$ cat src/rtl/synth_i2c_pkg.sv
package synth_i2c_pkg;
  parameter int DIV_W  = 17;
  parameter int REF_W  = 4;
  parameter int CP_W   = 2;
  parameter int PORT_W = 4;
  parameter int TS_W   = 3;
  parameter int ADC_W  = 3;

  typedef struct packed {
    logic [DIV_W-1:0]  div;
    logic              pe;
    logic [REF_W-1:0]  refd;
    logic [CP_W-1:0]   cp;
    logic              re;
    logic              rts;
    logic [PORT_W-1:0] port;
    logic [TS_W-1:0]   ts;
  } cfg_t;

  typedef enum logic [2:0] {
    ST_IDLE, ST_ADDR, ST_AACK, ST_WR, ST_WACK, ST_RD, ST_RACK
  } bus_st_t;

  typedef enum logic [1:0] {PD_NONE, PD_DIV, PD_CTL} pend_t;

  localparam cfg_t CFG_DEFAULT = '{div: '0, pe: 1'b0, refd: '0, cp: '0,
                                   re: 1'b1, rts: 1'b1, port: '0, ts: '0};
endpackage

$ cat src/rtl/i2c_slave_engine.sv
module i2c_slave_engine
  import synth_i2c_pkg::*;
#(
  parameter int SYNC_STAGES = 2
) (
  input  logic       clk,
  input  logic       rst,
  input  logic       scl_i,
  input  logic       sda_i,
  input  logic [6:0] dev_addr,
  input  logic [7:0] status,
  output logic       sda_low,
  output logic       wr_stb,
  output logic [7:0] wr_data,
  output logic       bus_cond,
  output logic       rd_stop
);
  localparam int CNT_W = 4;

  logic [SYNC_STAGES-1:0] scl_sh, sda_sh;
  logic scl_p, sda_p, scl_s, sda_s;
  logic start_det, stop_det, scl_rise, scl_fall;

  always_ff @(posedge clk) begin
    if (rst) begin
      scl_sh <= '1; sda_sh <= '1; scl_p <= 1'b1; sda_p <= 1'b1;
    end else begin
      scl_sh <= {scl_sh[SYNC_STAGES-2:0], scl_i};
      sda_sh <= {sda_sh[SYNC_STAGES-2:0], sda_i};
      scl_p  <= scl_s;
      sda_p  <= sda_s;
    end
  end

  assign scl_s     = scl_sh[SYNC_STAGES-1];
  assign sda_s     = sda_sh[SYNC_STAGES-1];
  assign start_det = scl_s & scl_p & sda_p & ~sda_s;
  assign stop_det  = scl_s & scl_p & ~sda_p & sda_s;
  assign scl_rise  = scl_s & ~scl_p;
  assign scl_fall  = ~scl_s & scl_p;

  bus_st_t          st;
  logic [CNT_W-1:0] cnt;
  logic [7:0]       sh;
  logic             rw, rd_act, nack;

  always_ff @(posedge clk) begin
    if (rst) begin
      st <= ST_IDLE; cnt <= '0; sh <= '0; sda_low <= 1'b0; rw <= 1'b0;
      rd_act <= 1'b0; nack <= 1'b0; wr_stb <= 1'b0; wr_data <= '0;
      bus_cond <= 1'b0; rd_stop <= 1'b0;
    end else begin
      wr_stb   <= 1'b0;
      bus_cond <= 1'b0;
      rd_stop  <= 1'b0;
      if (start_det) begin
        st <= ST_ADDR; cnt <= '0; sda_low <= 1'b0; rd_act <= 1'b0; bus_cond <= 1'b1;
      end else if (stop_det) begin
        st <= ST_IDLE; sda_low <= 1'b0; rd_stop <= rd_act; rd_act <= 1'b0; bus_cond <= 1'b1;
      end else begin
        case (st)
          ST_ADDR, ST_WR: begin
            if (scl_rise && cnt < CNT_W'(8)) begin
              sh  <= {sh[6:0], sda_s};
              cnt <= cnt + 1'b1;
            end
            if (scl_fall && cnt == CNT_W'(8)) begin
              if (st == ST_WR) begin
                sda_low <= 1'b1; st <= ST_WACK;
              end else if (sh[7:1] == dev_addr) begin
                sda_low <= 1'b1; rw <= sh[0]; st <= ST_AACK;
              end else begin
                st <= ST_IDLE;
              end
            end
          end
          ST_AACK: if (scl_fall) begin
            cnt <= '0;
            if (rw) begin
              st <= ST_RD; sh <= status; sda_low <= ~status[7]; rd_act <= 1'b1;
            end else begin
              st <= ST_WR; sda_low <= 1'b0;
            end
          end
          ST_WACK: if (scl_fall) begin
            sda_low <= 1'b0; cnt <= '0; wr_stb <= 1'b1; wr_data <= sh; st <= ST_WR;
          end
          ST_RD: begin
            if (scl_rise) cnt <= cnt + 1'b1;
            if (scl_fall) begin
              if (cnt == CNT_W'(8)) begin
                sda_low <= 1'b0; st <= ST_RACK;
              end else begin
                sh <= {sh[6:0], 1'b0}; sda_low <= ~sh[6];
              end
            end
          end
          ST_RACK: begin
            if (scl_rise) nack <= sda_s;
            if (scl_fall) begin
              if (nack) st <= ST_IDLE;
              else begin
                st <= ST_RD; cnt <= '0; sh <= status; sda_low <= ~status[7];
              end
            end
          end
          default: ;
        endcase
      end
    end
  end

  // the data line only moves after a clock fall or a bus condition
  a_r2_sda_moves_on_fall: assert property (@(posedge clk) disable iff (rst)
    !$stable(sda_low) |-> $past(scl_fall || start_det || stop_det));

  // the master's acknowledge bit is never overdriven
  a_r6_release_for_master: assert property (@(posedge clk) disable iff (rst)
    (st == ST_RACK) |-> !sda_low);
endmodule

$ cat src/rtl/synth_cfg_regs.sv
module synth_cfg_regs
  import synth_i2c_pkg::*;
(
  input  logic       clk,
  input  logic       rst,
  input  logic       por_evt,
  input  logic       wr_stb,
  input  logic [7:0] wr_data,
  input  logic       bus_cond,
  input  logic       rd_stop,
  output cfg_t       cfg_q,
  output logic       por_q
);
  pend_t      pend;
  logic [6:0] hold;
  logic       tmode_byte;

  assign tmode_byte = ~wr_data[5] & wr_data[4];

  always_ff @(posedge clk) begin
    if (rst || por_evt) begin
      cfg_q <= CFG_DEFAULT; por_q <= 1'b1; pend <= PD_NONE; hold <= '0;
    end else begin
      if (rd_stop) por_q <= 1'b0;
      if (bus_cond) begin
        pend <= PD_NONE;
      end else if (wr_stb) begin
        case (pend)
          PD_NONE: begin
            hold <= wr_data[6:0];
            pend <= wr_data[7] ? PD_CTL : PD_DIV;
          end
          PD_DIV: begin
            cfg_q.div[14:0] <= {hold, wr_data};
            pend <= PD_NONE;
          end
          default: begin
            cfg_q.div[16:15] <= hold[6:5];
            cfg_q.pe         <= hold[4];
            cfg_q.refd       <= hold[3:0];
            cfg_q.cp         <= wr_data[7:6];
            cfg_q.re         <= wr_data[5];
            cfg_q.rts        <= wr_data[4];
            cfg_q.port[3]    <= wr_data[3];
            if (tmode_byte) cfg_q.ts <= wr_data[2:0];
            else            cfg_q.port[2:0] <= wr_data[2:0];
            pend <= PD_NONE;
          end
        endcase
      end
    end
  end

  // low division bits move only on a write strobe or a supply fault
  a_r3_div_on_strobe: assert property (@(posedge clk) disable iff (rst)
    !$stable(cfg_q.div[7:0]) |-> $past(wr_stb || por_evt));

  // the power-on flag drops only after a stop that closed a read
  a_r7_por_clear_by_read: assert property (@(posedge clk) disable iff (rst)
    $fell(por_q) |-> $past(rd_stop));

  // a test-mode control byte leaves the low port bits unchanged
  a_r8_ports_kept: assert property (@(posedge clk) disable iff (rst)
    (wr_stb && !bus_cond && !por_evt && pend == PD_CTL && tmode_byte)
      |=> $stable(cfg_q.port[2:0]));
endmodule

$ cat src/rtl/synth_out_map.sv
module synth_out_map
  import synth_i2c_pkg::*;
(
  input  logic              clk,
  input  logic              rst,
  input  cfg_t              cfg,
  input  logic              por_flag,
  input  logic              fref_i,
  input  logic              fcomp_i,
  output logic [DIV_W-1:0]  div_ratio,
  output logic              pre_en,
  output logic [REF_W-1:0]  ref_sel,
  output logic [CP_W-1:0]   cp_sel,
  output logic [PORT_W-1:0] port_val,
  output logic [PORT_W-1:0] port_oe,
  output logic              test_mode,
  output logic [TS_W-1:0]   test_sel,
  output logic              refcmp_o
);
  always_ff @(posedge clk) begin
    if (rst) begin
      div_ratio <= '0; pre_en <= 1'b0; ref_sel <= '0; cp_sel <= '0;
      port_val <= '0; test_mode <= 1'b0; test_sel <= '0; refcmp_o <= 1'b1;
    end else begin
      div_ratio <= cfg.div;
      pre_en    <= cfg.pe;
      ref_sel   <= cfg.refd;
      cp_sel    <= cfg.cp;
      port_val  <= cfg.port;
      test_mode <= ~cfg.re & cfg.rts;
      test_sel  <= cfg.ts;
      refcmp_o  <= cfg.re ? (cfg.rts ? fcomp_i : fref_i) : 1'b1;
    end
  end

  for (genvar i = 0; i < PORT_W; i++) begin : g_oe
    always_ff @(posedge clk) begin
      if (rst) port_oe[i] <= 1'b0;
      else     port_oe[i] <= ~por_flag;
    end
  end

  // ports float while the power-on flag is up
  a_r7_ports_float: assert property (@(posedge clk) disable iff (rst)
    $past(por_flag) |-> (port_oe == '0));

  // a disabled reference output rests high
  a_r9_disabled_high: assert property (@(posedge clk) disable iff (rst)
    $past(!cfg.re) |-> refcmp_o);
endmodule

$ cat src/rtl/synth_ctrl_i2c.sv
module synth_ctrl_i2c
  import synth_i2c_pkg::*;
#(
  parameter logic [4:0] ADDR_HI     = 5'b11000,
  parameter int         SYNC_STAGES = 2
) (
  input  logic              clk,
  input  logic              rst,
  input  logic              por_evt,
  input  logic              scl_i,
  input  logic              sda_i,
  output logic              sda_oe,
  input  logic [1:0]        addr_sel,
  input  logic              lock_i,
  input  logic [ADC_W-1:0]  adc_code,
  input  logic              fref_i,
  input  logic              fcomp_i,
  output logic [DIV_W-1:0]  div_ratio,
  output logic              pre_en,
  output logic [REF_W-1:0]  ref_sel,
  output logic [CP_W-1:0]   cp_sel,
  output logic [PORT_W-1:0] port_val,
  output logic [PORT_W-1:0] port_oe,
  output logic              test_mode,
  output logic [TS_W-1:0]   test_sel,
  output logic              refcmp_o
);
  localparam int PAD_W = 8 - 2 - ADC_W;

  logic       wr_stb, bus_cond, rd_stop, por_q;
  logic [7:0] wr_data, status;
  cfg_t       cfg_q;

  assign status = {por_q, lock_i, {PAD_W{1'b0}}, adc_code};

  i2c_slave_engine #(.SYNC_STAGES(SYNC_STAGES)) u_eng (
    .clk(clk), .rst(rst), .scl_i(scl_i), .sda_i(sda_i),
    .dev_addr({ADDR_HI, addr_sel}), .status(status), .sda_low(sda_oe),
    .wr_stb(wr_stb), .wr_data(wr_data), .bus_cond(bus_cond), .rd_stop(rd_stop)
  );

  synth_cfg_regs u_regs (
    .clk(clk), .rst(rst), .por_evt(por_evt), .wr_stb(wr_stb), .wr_data(wr_data),
    .bus_cond(bus_cond), .rd_stop(rd_stop), .cfg_q(cfg_q), .por_q(por_q)
  );

  synth_out_map u_map (
    .clk(clk), .rst(rst), .cfg(cfg_q), .por_flag(por_q), .fref_i(fref_i),
    .fcomp_i(fcomp_i), .div_ratio(div_ratio), .pre_en(pre_en), .ref_sel(ref_sel),
    .cp_sel(cp_sel), .port_val(port_val), .port_oe(port_oe), .test_mode(test_mode),
    .test_sel(test_sel), .refcmp_o(refcmp_o)
  );
endmodule

$ cat config.mk
export PLATFORM = sky130hd
export DESIGN_NAME = synth_ctrl_i2c
export DESIGN_NICKNAME = d
export VERILOG_FILES = /design/src/rtl/synth_i2c_pkg.sv /design/src/rtl/i2c_slave_engine.sv /design/src/rtl/synth_cfg_regs.sv /design/src/rtl/synth_out_map.sv /design/src/rtl/synth_ctrl_i2c.sv
export SDC_FILE = /design/constraint.sdc
export NUM_CORES = 1
export LEC_CHECK = 0
export BUFFER_PORTS_ARGS = -buffer_cell sky130_fd_sc_hd__buf_2
export CAP_MARGIN = 25
export CORE_MARGIN = 5
export CORE_UTILIZATION = 50
export DETAILED_ROUTE_END_ITERATION = 7
export HOLD_SLACK_MARGIN = 0.05
export PLACE_DENSITY = 0.67
export SLEW_MARGIN = 30
export SYNTH_ARGS = -nofsm -noshare
export SYNTH_HDL_FRONTEND = slang
export SYNTH_SLANG_ARGS = --single-unit
$ cat constraint.sdc
create_clock -name clk -period 2.75 [get_ports clk]
set_clock_uncertainty 0.2 [all_clocks]
set_input_delay 0.1375 -clock clk [delete_from_list [all_inputs] [get_ports clk]]
set_output_delay 0.1375 -clock clk [all_outputs]
set_load 0.005 [all_outputs]
Word level (Yosys, flattened, before mapping)
Index checks and enable logic that the tools add are counted.
Widths: inputs -> output; s select.
- input port bits: 13
- output and inout bits: 38
- flip-flop bits (word level): 113
- bits in latches: 0
- logic and storage cells: 167
- bits in writable memories: 0
- memories kept: 0
- memory bits (read-only): 0
- order comparisons: 1
- divide/modulo/power cells: 0
- add/sub/neg operators: 1
- reduce and logical (&&, ||, !) cells: 31
- multiplexer cells: 44
- bitwise logic cells: 24
- multiply operators: 0
- shift-type cells: 0
- equality and inequality tests: 28
- operator list (kind ; count):
    $mux 8 ; 7
    $pmux 8 s4 ; 1
    $mux 3 ; 9
    $ne 4x1->1 const B ; 6
    $reduce_and 7->1 ; 3
    $mux 4 ; 5
    $ne 2x1->1 const B ; 10
    $mux 1 ; 16
    $pmux 4 s4 ; 1
    $reduce_and 4->1 ; 4
    $not 1->1 ; 15
    $pmux 3 s5 ; 1
    $reduce_and 3->1 ; 4
    $reduce_or 2->1 ; 6
    $reduce_and 10->1 ; 1
    $and 1x1->1 ; 9
    $eq 3x3->1 const B ; 3
    $reduce_and 8->1 ; 1
    $reduce_bool 4->1 ; 2
    $eq 7x7->1 ; 1
    $reduce_bool 7->1 ; 1
    $eq 3x2->1 const B ; 2
    $mux 2 ; 3
    $reduce_and 6->1 ; 1
    other kinds (14) ; 17

Longest topological paths before layout
- word-level depth: 7
- mapped depth: 6
- gate-level depth less buffers: 6

Hierarchy
A second synthesis with hierarchy kept.
- cells, all modules: 490
- area, all modules: 4544.4 µm²
- modules (own cells, without submodules) (module ; sequential area each (µm²) ; times used ; area an instance (µm²) ; cells each):
    i2c_slave_engine ; 720.7 ; 1 ; 1993.2 ; 230
    synth_cfg_regs ; 860.8 ; 1 ; 1596.5 ; 183
    synth_out_map ; 680.7 ; 1 ; 947.2 ; 75
    synth_ctrl_i2c ; 0.0 ; 1 ; 7.5 ; 2

Worst setup path after synthesis
OpenSTA, ideal clock, no wires.
- kind: reg-to-reg
- start: reg u_eng.cnt[0]
- end: reg u_eng.sh[0]
- required time: 2.429 ns
- clock period less this slack: 1.746 ns
- setup time: 0.121 ns
- cell stages (with the launch flop): 7
- setup slack: 1.004 ns
- path buffers: 0
- arrival: 1.425 ns
- cells stage by stage: dfxtp_1 inv_1 ha_1 and3b_1 o32ai_2 a32oi_4 mux2_2
- cells in the longest elaborated chain, start to end: 4
- elaborated cells on any way between the ends: 6
- those cells by class: order compare (1); eq/ne (3); reduce/logical (2)
- ends and longest elaborated chain (element ; RTL line ; RTL):
    start: declaration ; i2c_slave_engine.sv:43 ; logic [CNT_W-1:0] cnt;
    start signal: assignment ; i2c_slave_engine.sv:65 ; cnt <= cnt + 1'b1;
    start signal: assignment ; i2c_slave_engine.sv:89 ; if (scl_rise) cnt <= cnt + 1'b1;
    $lt 4x4->1 ; i2c_slave_engine.sv:63 ; if (scl_rise && cnt < CNT_W'(8)) begin
    $logic_and 1x1->1 ; i2c_slave_engine.sv:63 ;
    $ne 2x1->1 (no source line) ; n/a ;
    $reduce_and 10->1 (no source line) * ; n/a ;
    end signal: assignment ; i2c_slave_engine.sv:64 ; sh <= {sh[6:0], sda_s};
    end signal: assignment ; i2c_slave_engine.sv:94 ; sh <= {sh[6:0], 1'b0}; sda_low <= ~sh[6];
    end: declaration ; i2c_slave_engine.sv:44 ; logic [7:0] sh;
Mark *: on every way between the ends. The rest lies on a longest branch, timed or not.
A chain may end at the register's enable or synchronous reset.

Final worst setup path
- start: reg u_eng.st[1]
- end: reg u_eng.sh[0]
- cells in the longest elaborated chain, start to end: 4
- elaborated cells on any way between the ends: 16
- those cells by class: eq/ne (12); mux (1); reduce/logical (3)
- ends and longest elaborated chain (element ; RTL line ; RTL):
    start: declaration ; i2c_slave_engine.sv:42 ; bus_st_t st;
    start signal: assignment ; i2c_slave_engine.sv:49 ; st <= ST_IDLE; cnt <= '0; sh <= '0; sda_low <= 1'b0; rw <= 1'b0;
    start signal: assignment ; i2c_slave_engine.sv:57 ; st <= ST_ADDR; cnt <= '0; sda_low <= 1'b0; rd_act <= 1'b0; bus_cond <= 1'b1;
    start signal: assignment ; i2c_slave_engine.sv:59 ; st <= ST_IDLE; sda_low <= 1'b0; rd_stop <= rd_act; rd_act <= 1'b0; bus_cond <= 1'b1;
    $eq 3x1->1 or $eq 3x2->1 (tied branches) ; i2c_slave_engine.sv:61 ; case (st)
    $reduce_or 2->1 ; i2c_slave_engine.sv:61 ;
    $ne 2x1->1 (no source line) or $reduce_bool 4->1 (tied branches) ; n/a ;
    $reduce_and 10->1 (no source line) ; n/a ;
Parallel ways exist; a longest one is shown, timed or not.

==> reports/metrics.yaml <==
worstMarginPinSlew_ns: 0.806
rsz0062_at_grt: "false"
drive_gt1_share_pct: 20.6
drc: 0
max-vdd-ir-drop_mv: 0.425
portBuffers: 50
synth_top_area_share_pct: 52.0
hold_buffers: 13
fin_nets: 540
path_clk_slew_ns: 0.06
synth_top_flop_cell: "dfxtp_1"
rows: 34
grt_pass1_vias: 3190
cap_violations: 0
path_class: "flop to flop"
cp.required_ns: 2.93
fmax_mhz: 477
drt_iter0_drc: 130
synth_seq_cells: 113
synth.distinct_cells: 51
setup_viol: 0
end_kind: "flop"
min_period_over_period_pct: 76.3
root_buffer: "clkbuf_8"
cts_made_buffers: 17
antenna_found_initial: 0
antenna_cells: 0
powerDensity_nw_per_um2: 719
maxSlewViolCount: 0
grt_usage_pct: 18.6
io_pins: 51
setup-tns-final_ns: 0
drt_first_pass_iters: 4
arrival_ns: 2.28
post-route-min-period_ns: 2.10
dr_total_vias: 3318
hold_violations: 0
die_h_um: 103
cts_resized: 0
cts.sinks: 113
cts_tree: "done"
clk-insertion-delay-late_ns: 0.50
synth_top_area_cell: "dfxtp_1"
multi_input_area_um2: 1910
wire_per_inst_um: 14.1
synth_fp_nets: 485
core_um2: 8590
wl_mm: 9.09
syn_avg_cell_area_um2: 9.26
start_kind: "flop"
synth_most_common_cell: "dfxtp_1"
grt.overflow.total: 0
p_leak_nw: 2.04
synth_edf_count: 0
syn_area_um2: 4350
fp.dieW_um: 103
area_growth_pct: 22.9
synth_warnings: 0
regArea_um2: 2260
ys_async_sr_fraction_pct: 0
grt_pass1_wl_mm: 15.5
yosysSeqAreaShare_pct: 52.0
grt_max_degree: 46
cts_max_level: 4
post-place-ws_ns: 0.650
hold_class: "input port to flop"
setup_ws_ns: 0.653
vias_per_cell: 5.14
clockBufferDepth: 2
hpwl_mm: 6.21
status: "finished clean"
post-route-util_pct: 62.2
path_max_fanout: 17
slew_headroom_pct: 46.1
start_util_pct: 50.7
die_area_um2: 10700
fin_hold_ws_ns: 0.165
yosys-top-cells-area: "dfxtp_1 52%, nand2_1 6.1%, nor2b_1 5.9%, a21oi_1 5.2%, mux2i_1 5.1%"
post_cts_buffers: 0
synth_cells: 470
gp_congestion: 0.842
drtAntennaViolNets: 0
ys_top_cells_by_count: "113 x dfxtp_1, 71 x nand2_1, 45 x a21oi_1"
fillers: 737
[cells in the final DEF, fill, tap and decap left out, types with 3 or more instances in the layout]
cell	count
a21oi_1	45
a31oi_1	3
buf_2	50
buf_4	4
clkbuf_16	16
clkinvlp_4	4
dfxtp_1	113
dlygate4sd3_1	13
inv_1	7
inv_6	3
mux2_2	4
mux2i_1	22
nand2_1	71
nand2b_1	10
nand3_1	7
nand3b_1	5
nand4_1	3
nor2_1	30
nor2b_1	41
nor3_1	7
nor3b_1	3
nor4_1	4
o21ai_0	12
or2_2	8
[cells by family after synthesis]
| logic type | count (synthesis) | synth area share (%) |
|---|---|---|
| compound gates | 82 | 12.2 |
| xor+xnor | 3 | 0.604 |
| fa+ha+maj | 2 | 0.575 |
| buf+inv | 39 | 4.11 |
| flops | 113 | 52.0 |
| mux | 26 | 6.09 |
| simple gates | 205 | 24.5 |
[layout make-up]
class                   instances  share of cell area (%)
clock buffers                  18                    8.00
clock inverters                14                    2.90
inverters                       7                   0.491
multi-input cells             318                    35.7
flip-flops and latches        113                    42.3
well taps                     108                    2.53
repair buffers                 68                    8.05
[metal layers]
metal  part of all wire (%)  vias up  global-route usage [%]
met5                      0        -                       0
met2                     48       66                    29.4
met1                     47     1547                    25.0
met4                   0.45        0                    5.68
met3                    4.6        2                    4.90
li1                       -     1703                       -
[worst paths after layout]
| kind | from | slack, ns | depth (start not counted) | to |
|---|---|---|---|---|
| setup / recovery | u_eng.st[1] | 0.65 | 4 | u_eng.sh[0] |
| hold / removal | sda_i | 0.17 | 3 | u_eng.sda_sh[0] |
| setup reg to reg | u_eng.st[1] | 0.65 | 4 | u_eng.sh[0] |
| hold reg to reg | u_eng.sda_sh[0] | 0.21 | 1 | u_eng.sda_sh[1] |
[critical path: stages, from the launching register on]
cell       delay (ns)
dfxtp_1          0.62
nand4bb_1        0.34
o32ai_2          0.19
a32oi_4          0.27
mux2_2           0.37
[flip-flops by register name (all words and copies together), names as in the netlist, 3 cells and up]
signal           cells
u_eng.cnt            4
u_regs.hold          7
u_regs.cfg_q        33
u_map.div_ratio     17
u_map.port_val       4
u_eng.wr_data        8
u_eng.st             3
u_map.ref_sel        4
u_eng.sh             8
u_map.test_sel       3
[through the flow]
stage | power, mW | cells | cell area (um2)
5_1_grt | 3.98 | 646 | 5350
3_3_place_gp | 1.76 | 601 | 4640
4_1_cts | 3.87 | 646 | 5350
3_5_place_dp | 1.76 | 601 | 4640
6_report | 3.85 | 646 | 5350
2_1_floorplan | 1.74 | 470 | 4350
[report_power, final]
part / total, mW / internal, mW / leakage, nW / switching (mW)
clock network: 2.11 / 1.32 / 0.276 / 0.782
registers: 1.65 / 1.64 / 0.912 / 0.0100
logic: 0.0857 / 0.0376 / 0.853 / 0.0480
total: 3.85 / 3.01 / 2.04 / 0.840
Note: power is estimated with default switching activity, not from simulation.
